**config.mk**
```make
export PLATFORM = sky130hd
export DESIGN_NAME = dual_chop_ctrl
export DESIGN_NICKNAME = d
export VERILOG_FILES = /design/src/rtl/chop_pkg.sv /design/src/rtl/chop_timebase.sv /design/src/rtl/chop_sync2.sv /design/src/rtl/chop_channel.sv /design/src/rtl/dual_chop_ctrl.sv
export SDC_FILE = /design/constraint.sdc
export NUM_CORES = 1
export LEC_CHECK = 0
export ABC_AREA = 0
export BUFFER_PORTS_ARGS = -buffer_cell sky130_fd_sc_hd__buf_2
export CORE_AREA = 4 4 68 70
export CTS_CLUSTER_DIAMETER = 100
export DETAILED_ROUTE_END_ITERATION = 10
export DIE_AREA = 0 0 72 74
export HOLD_SLACK_MARGIN = 0.02
export PLACE_DENSITY = 0.61
export SETUP_SLACK_MARGIN = 0.15
export SLEW_MARGIN = 10
export SYNTH_ARGS = -nofsm -noshare
export SYNTH_HDL_FRONTEND = slang
export SYNTH_SLANG_ARGS = --single-unit
```
**constraint.sdc**
```tcl
create_clock -name clk -period 1.9 [get_ports clk]
set_clock_uncertainty 0.1 [all_clocks]
set_input_delay 0.285 -clock clk [delete_from_list [all_inputs] [get_ports clk]]
set_output_delay 0.285 -clock clk [all_outputs]
set_load 0.01 [all_outputs]
```
**src/rtl/chop_pkg.sv**
```systemverilog
package chop_pkg;
  parameter int LVL_W = 2;
  localparam int N_LVL = 1 << LVL_W;

  // one-hot reference selector from a threshold code
  function automatic logic [N_LVL-1:0] level_onehot(input logic [LVL_W-1:0] code);
    return N_LVL'(1) << code;
  endfunction

  // true while the period position lies inside the comparator lockout
  function automatic logic in_blank(input int unsigned pos, input int unsigned lock);
    return pos < lock;
  endfunction
endpackage

```
**src/rtl/chop_timebase.sv**
```systemverilog
module chop_timebase
  import chop_pkg::*;
#(
  parameter int NUM_CH    = 2,
  parameter int OSC_CYC   = 6098,
  parameter int BLANK_CYC = 350
) (
  input  logic              clk,
  input  logic              rst_n,
  output logic [NUM_CH-1:0] sync_o,
  output logic              blank_o
);
  localparam int CW = $clog2(OSC_CYC);
  localparam int PW = (NUM_CH > 1) ? $clog2(NUM_CH) : 1;

  logic [CW-1:0] cnt_q;
  logic [PW-1:0] ph_q;
  logic          wrap;

  assign wrap = (cnt_q == CW'(OSC_CYC - 1));

  always_ff @(posedge clk or negedge rst_n) begin
    if (!rst_n) begin
      cnt_q <= '0;
      ph_q  <= '0;
    end else if (wrap) begin
      cnt_q <= '0;
      ph_q  <= (ph_q == PW'(NUM_CH - 1)) ? '0 : ph_q + 1'b1;
    end else begin
      cnt_q <= cnt_q + 1'b1;
    end
  end

  for (genvar c = 0; c < NUM_CH; c++) begin : g_sync
    assign sync_o[c] = rst_n && (cnt_q == '0) && (ph_q == PW'(c));
  end

  assign blank_o = in_blank(int'(cnt_q), BLANK_CYC);
endmodule

```
**src/rtl/chop_sync2.sv**
```systemverilog
module chop_sync2 #(
  parameter int W = 2
) (
  input  logic         clk,
  input  logic         rst_n,
  input  logic [W-1:0] d,
  output logic [W-1:0] q
);
  logic [W-1:0] s1_q, s2_q;

  always_ff @(posedge clk or negedge rst_n) begin
    if (!rst_n) begin
      s1_q <= '0;
      s2_q <= '0;
    end else begin
      s1_q <= d;
      s2_q <= s1_q;
    end
  end

  assign q = s2_q;
endmodule

```
**src/rtl/chop_channel.sv**
```systemverilog
module chop_channel
  import chop_pkg::*;
(
  input  logic             clk,
  input  logic             rst_n,
  input  logic             sync_i,
  input  logic             blank_i,
  input  logic             trip_i,
  input  logic [LVL_W-1:0] code_i,
  output logic             hs_o,
  output logic             ls_o,
  output logic [N_LVL-1:0] ref_o
);
  logic             hs_q;
  logic             started_q;
  logic [N_LVL-1:0] ref_q;

  always_ff @(posedge clk or negedge rst_n) begin
    if (!rst_n) begin
      hs_q      <= 1'b0;
      started_q <= 1'b0;
      ref_q     <= '0;
    end else if (sync_i) begin
      hs_q      <= 1'b1;
      started_q <= 1'b1;
      ref_q     <= level_onehot(code_i);
    end else if (trip_i && !blank_i) begin
      hs_q      <= 1'b0;
    end
  end

  assign hs_o  = hs_q;
  assign ls_o  = started_q && !hs_q;
  assign ref_o = ref_q;
endmodule

```
**src/rtl/dual_chop_ctrl.sv**
```systemverilog
module dual_chop_ctrl
  import chop_pkg::*;
#(
  parameter int NUM_CH    = 2,
  parameter int OSC_CYC   = 6098,
  parameter int BLANK_CYC = 350
) (
  input  logic                    clk,
  input  logic                    rst_n,
  input  logic [NUM_CH-1:0]       sense_raw,
  input  logic [NUM_CH*LVL_W-1:0] level_code,
  output logic [NUM_CH-1:0]       hs_on,
  output logic [NUM_CH-1:0]       ls_on,
  output logic [NUM_CH*N_LVL-1:0] ref_sel
);
  logic [NUM_CH-1:0] sync_w;
  logic [NUM_CH-1:0] trip_w;
  logic              blank_w;

  chop_timebase #(
    .NUM_CH(NUM_CH), .OSC_CYC(OSC_CYC), .BLANK_CYC(BLANK_CYC)
  ) u_tb (
    .clk(clk), .rst_n(rst_n), .sync_o(sync_w), .blank_o(blank_w)
  );

  chop_sync2 #(.W(NUM_CH)) u_sync (
    .clk(clk), .rst_n(rst_n), .d(sense_raw), .q(trip_w)
  );

  for (genvar c = 0; c < NUM_CH; c++) begin : g_ch
    chop_channel u_ch (
      .clk    (clk),
      .rst_n  (rst_n),
      .sync_i (sync_w[c]),
      .blank_i(blank_w),
      .trip_i (trip_w[c]),
      .code_i (level_code[c*LVL_W +: LVL_W]),
      .hs_o   (hs_on[c]),
      .ls_o   (ls_on[c]),
      .ref_o  (ref_sel[c*N_LVL +: N_LVL])
    );
  end
endmodule

```
==> results.rst <==
.. list-table::
   :header-rows: 1

   * - Metric
     - Value
   * - Total die area
     - 5330 um2
   * - Kind of critical path
     - reg -> reg
   * - Kind of cell adding the most delay to the critical path
     - simple AND/OR/NAND/NOR gates
   * - Leak
     - 0.879 nW
   * - Sequential Power Share
     - 0.526
   * - Die width
     - 72 um
   * - CTS Buf Count
     - 5
   * - Hpwl dp
     - 2330 um
   * - Post-placement worst setup slack
     - 0.0144 ns
   * - TritonCTS clock tree
     - built
   * - Kind of path behind the tightest hold check
     - in -> reg
   * - Total number of vias
     - 1173
   * - Power density normalized to cell area
     - 649 nW/um2
   * - Tightest hold margin
     - 0.168 ns
   * - Type of origin of the critical path
     - flip-flop
   * - Sw frac
     - 0.223
   * - Area Overhead vs Synth
     - 30.4%
   * - Post-layout nets
     - 190
   * - Bufs and invs on worst path
     - 1
   * - Post-synth EDFFs
     - 0
   * - Number of antenna violations at the first check in global routing
     - 0
   * - Fraction of power consumed by combinational cells
     - 0.041
   * - Root Driver
     - clkbuf_8
   * - CP cell instances
     - or4_4 > nor4_4 > buf_4 > mux2_4
   * - Cells after Synth
     - 138
   * - Mean routed wirelength per cell
     - 14.5 um
   * - Cell with the largest stage delay on the worst path
     - or4_4
   * - RSZ-0062 raised after global routing
     - true
   * - Outcome
     - completed
   * - Type of destination of the critical path
     - flip-flop
   * - Synth Net Count
     - 149
   * - FF+latch count, synth
     - 30
   * - Final ANT Viol Nets
     - 0
   * - Ports placed on the boundary
     - 20
   * - Port buffer count
     - 19
   * - CTS clock-pin slew for the worst setup and hold paths
     - 0.07 ns
   * - Share of async-settable or async-resettable flops after synthesis
     - 1.00
   * - Maximum fanout along the worst path
     - 4
   * - Synth warn
     - 0
   * - H-tree depth
     - 2
   * - Inserted Diodes
     - 0
   * - Max Clk Rate
     - 527 MHz
   * - Synth unique cells
     - 34
   * - Commonest non-fill, non-tap cells in the layout
     - dfrtp_1, buf_4, buf_2
   * - Effective utilization at floorplan
     - 0.368
   * - Post-layout total power
     - 1.24 mW
   * - Number of DRC markers after the initial detailed-route iteration
     - 57
   * - Part of the Yosys area used for sequential elements
     - 0.513
   * - DRC violations left
     - 0
   * - Final weighted congestion of routability-driven global placement
     - 0.843
   * - Buffer depth of the longest clock path
     - 2
   * - CORE AREA
     - 3970 um2
   * - Setup violations, final
     - 0
   * - Die Y
     - 74 um
   * - Critical path required time
     - 1.97 ns
   * - Headroom to the max-slew limit
     - 0.749
   * - Number of pins with negative max-slew slack in the final report
     - 0
   * - First-pass iteration count of the detailed router
     - 4
   * - Mean Syn Cell Area
     - 10.6 um2
   * - Global-route wire length before repair
     - 5710 um
   * - Tightest Pin Transition
     - 0.372 ns
   * - Minimum period implied by the final worst setup slack
     - 1.90 ns
   * - Commonest non-fill, non-tap cell in the layout
     - dfrtp_1
   * - Maximum number of pins on one net before global-route repair
     - 19
   * - Post-synthesis instance area
     - 1460 um2
   * - Mean number of vias per cell
     - 5.10
   * - Max stage delay on crit path
     - 0.57 ns
   * - Most used flip-flop cell after synthesis
     - dfrtp_1
   * - Total routing resource utilization after global routing
     - 0.144
   * - Number of global-route vias before repair
     - 1222
   * - Period utilisation layout
     - 0.999
   * - Post-detailed-routing wire length
     - 3340 um
   * - Internal power consumption
     - 962 uW
   * - Net switching power of the design
     - 276 uW
   * - Number of max-cap violations
     - 0
   * - Clock insertion delay at the later pin of the skew report
     - 0.29 ns
   * - Data arrival time at the worst-slack endpoint
     - 1.96 ns
   * - Number of standard-cell rows in the floorplan
     - 23
   * - Clock share of power
     - 0.433
   * - Worst voltage drop across the vdd grid
     - 0.408 mV
   * - Smallest setup slack after layout
     - 0.00157 ns
   * - Grt ovf
     - 0
   * - CTS Sinks
     - 30
   * - Layout cells sized above 1
     - 0.383
   * - Final Hold Vio Count
     - 0
registers in the layout (all words and copies together), names as in the netlist:
register / flops
u_sync.s1_q: 2
u_sync.q: 2
g_ch.u_ch.started_q: 2
g_ch.u_ch.hs_o: 2
g_ch.u_ch.ref_o: 8
u_tb.cnt_q: 13
u_tb.ph_q: 1
cells by family after synthesis:
family | share of synthesized area
AO/OA/AOI/OAI | 0.0753
XOR/XNOR | 0.0359
adder cells (fa/ha/maj) | 0.0257
buffers and inverters | 0.0607
flip-flops | 0.513
multiplexers | 0.0599
AND/OR/NAND/NOR | 0.229
per-stage QoR:
step,setup TNS [ns],instances,utilization,area (um2)
2_1_floorplan,0,138,-,1480
3_3_place_gp,0,210,0.421,1670
3_5_place_dp,0,210,0.421,1670
4_1_cts,0,225,0.464,1840
5_1_grt,-0.151,230,0.480,1910
6_report,0,230,0.480,1910
power groups by stage:
| stage | Clock (mW) | Sequential, mW | Combinational, mW |
|---|---|---|---|
| after global placement | 0 | 0.663 | 0.0436 |
| after global routing | 0.590 | 0.652 | 0.0577 |
| after detailed placement | 0 | 0.664 | 0.0453 |
| after CTS | 0.558 | 0.652 | 0.0521 |
| after floorplan | 0 | 0.665 | 0.0107 |
| final | 0.536 | 0.652 | 0.0510 |
cells in the mapped netlist (all sizes together) (2+ instances only):
library cell   n  area share
mux2i          2       0.014
xor2           4       0.024
o21bai         2       0.010
nand2          8       0.021
dfrtp         30        0.51
nor4           4       0.027
ha             3       0.026
nand4          7       0.030
o21ai          5       0.017
nand2b         4       0.017
nor2b          7       0.030
buf            7       0.035
or3            4       0.017
inv            5       0.013
xnor2          2       0.012
a21oi          6       0.021
nor2           7       0.018
clkbuf         5       0.013
mux2           6       0.046
or4            4       0.023
nand3          4       0.014
nor3           2      0.0068
o31ai          3       0.015
repair_timing:
| action | in CTS | in global routing |
|---|---|---|
| setup endpoints to repair | 8 | 13 |
| buffers inserted | 4 | 5 |
| cloned | 0 | 0 |
| hold buffers | 3 | 0 |
| resized for setup | 6 | 6 |
| endpoints found under the hold margin | 32 | 0 |
| pin swaps | 3 | 5 |
cell type report:
class / instances / area, um2
Multi-Input combinational cell: 91 / 672
Clock buffer: 6 / 82.6
Fill cell: 378 / 2060
Inverter: 5 / 18.8
Timing Repair Buffer: 46 / 305
Tap cell: 50 / 62.6
Sequential cell: 30 / 753
Clock inverter: 2 / 12.5
worst register-to-register path: cells and delay by family (launching register included):
kind,cells,cell delay [ns]
flip-flops,1,0.40
buffers and inverters,1,0.19
AND/OR/NAND/NOR,2,0.79
multiplexers,1,0.30
metal layers:
layer,global-route usage,vias to the layer above,wire (um)
li1,-,564,-
met4,0.0731,0,94
met1,0.171,568,1330
met2,0.234,30,1750
met3,0.0500,11,163
met5,0,-,0
worst paths after layout:
kind / from / endpoint / slack, ns / depth (start not counted)
min in group asynchronous: rst_n / u_tb.cnt_q[4]$_DFF_PN0_ / 0.45 / 3
worst max register to register: u_tb.cnt_q[9]$_DFF_PN0_ / g_ch[0].u_ch.ref_o[0]$_DFFE_PN0P_ / 0.002 / 4
max in group asynchronous: rst_n / g_ch[0].u_ch.hs_o$_DFFE_PN0P_ / 1.02 / 3
worst min-delay path: level_code[3] / g_ch[1].u_ch.ref_o[3]$_DFFE_PN0P_ / 0.17 / 3
worst max-delay path: u_tb.cnt_q[9]$_DFF_PN0_ / g_ch[0].u_ch.ref_o[0]$_DFFE_PN0P_ / 0.002 / 4
worst min register to register: u_sync.s1_q[0]$_DFF_PN0_ / u_sync.q[0]$_DFF_PN0_ / 0.25 / 0
No activity file was read; power rests on OpenSTA's default activity.
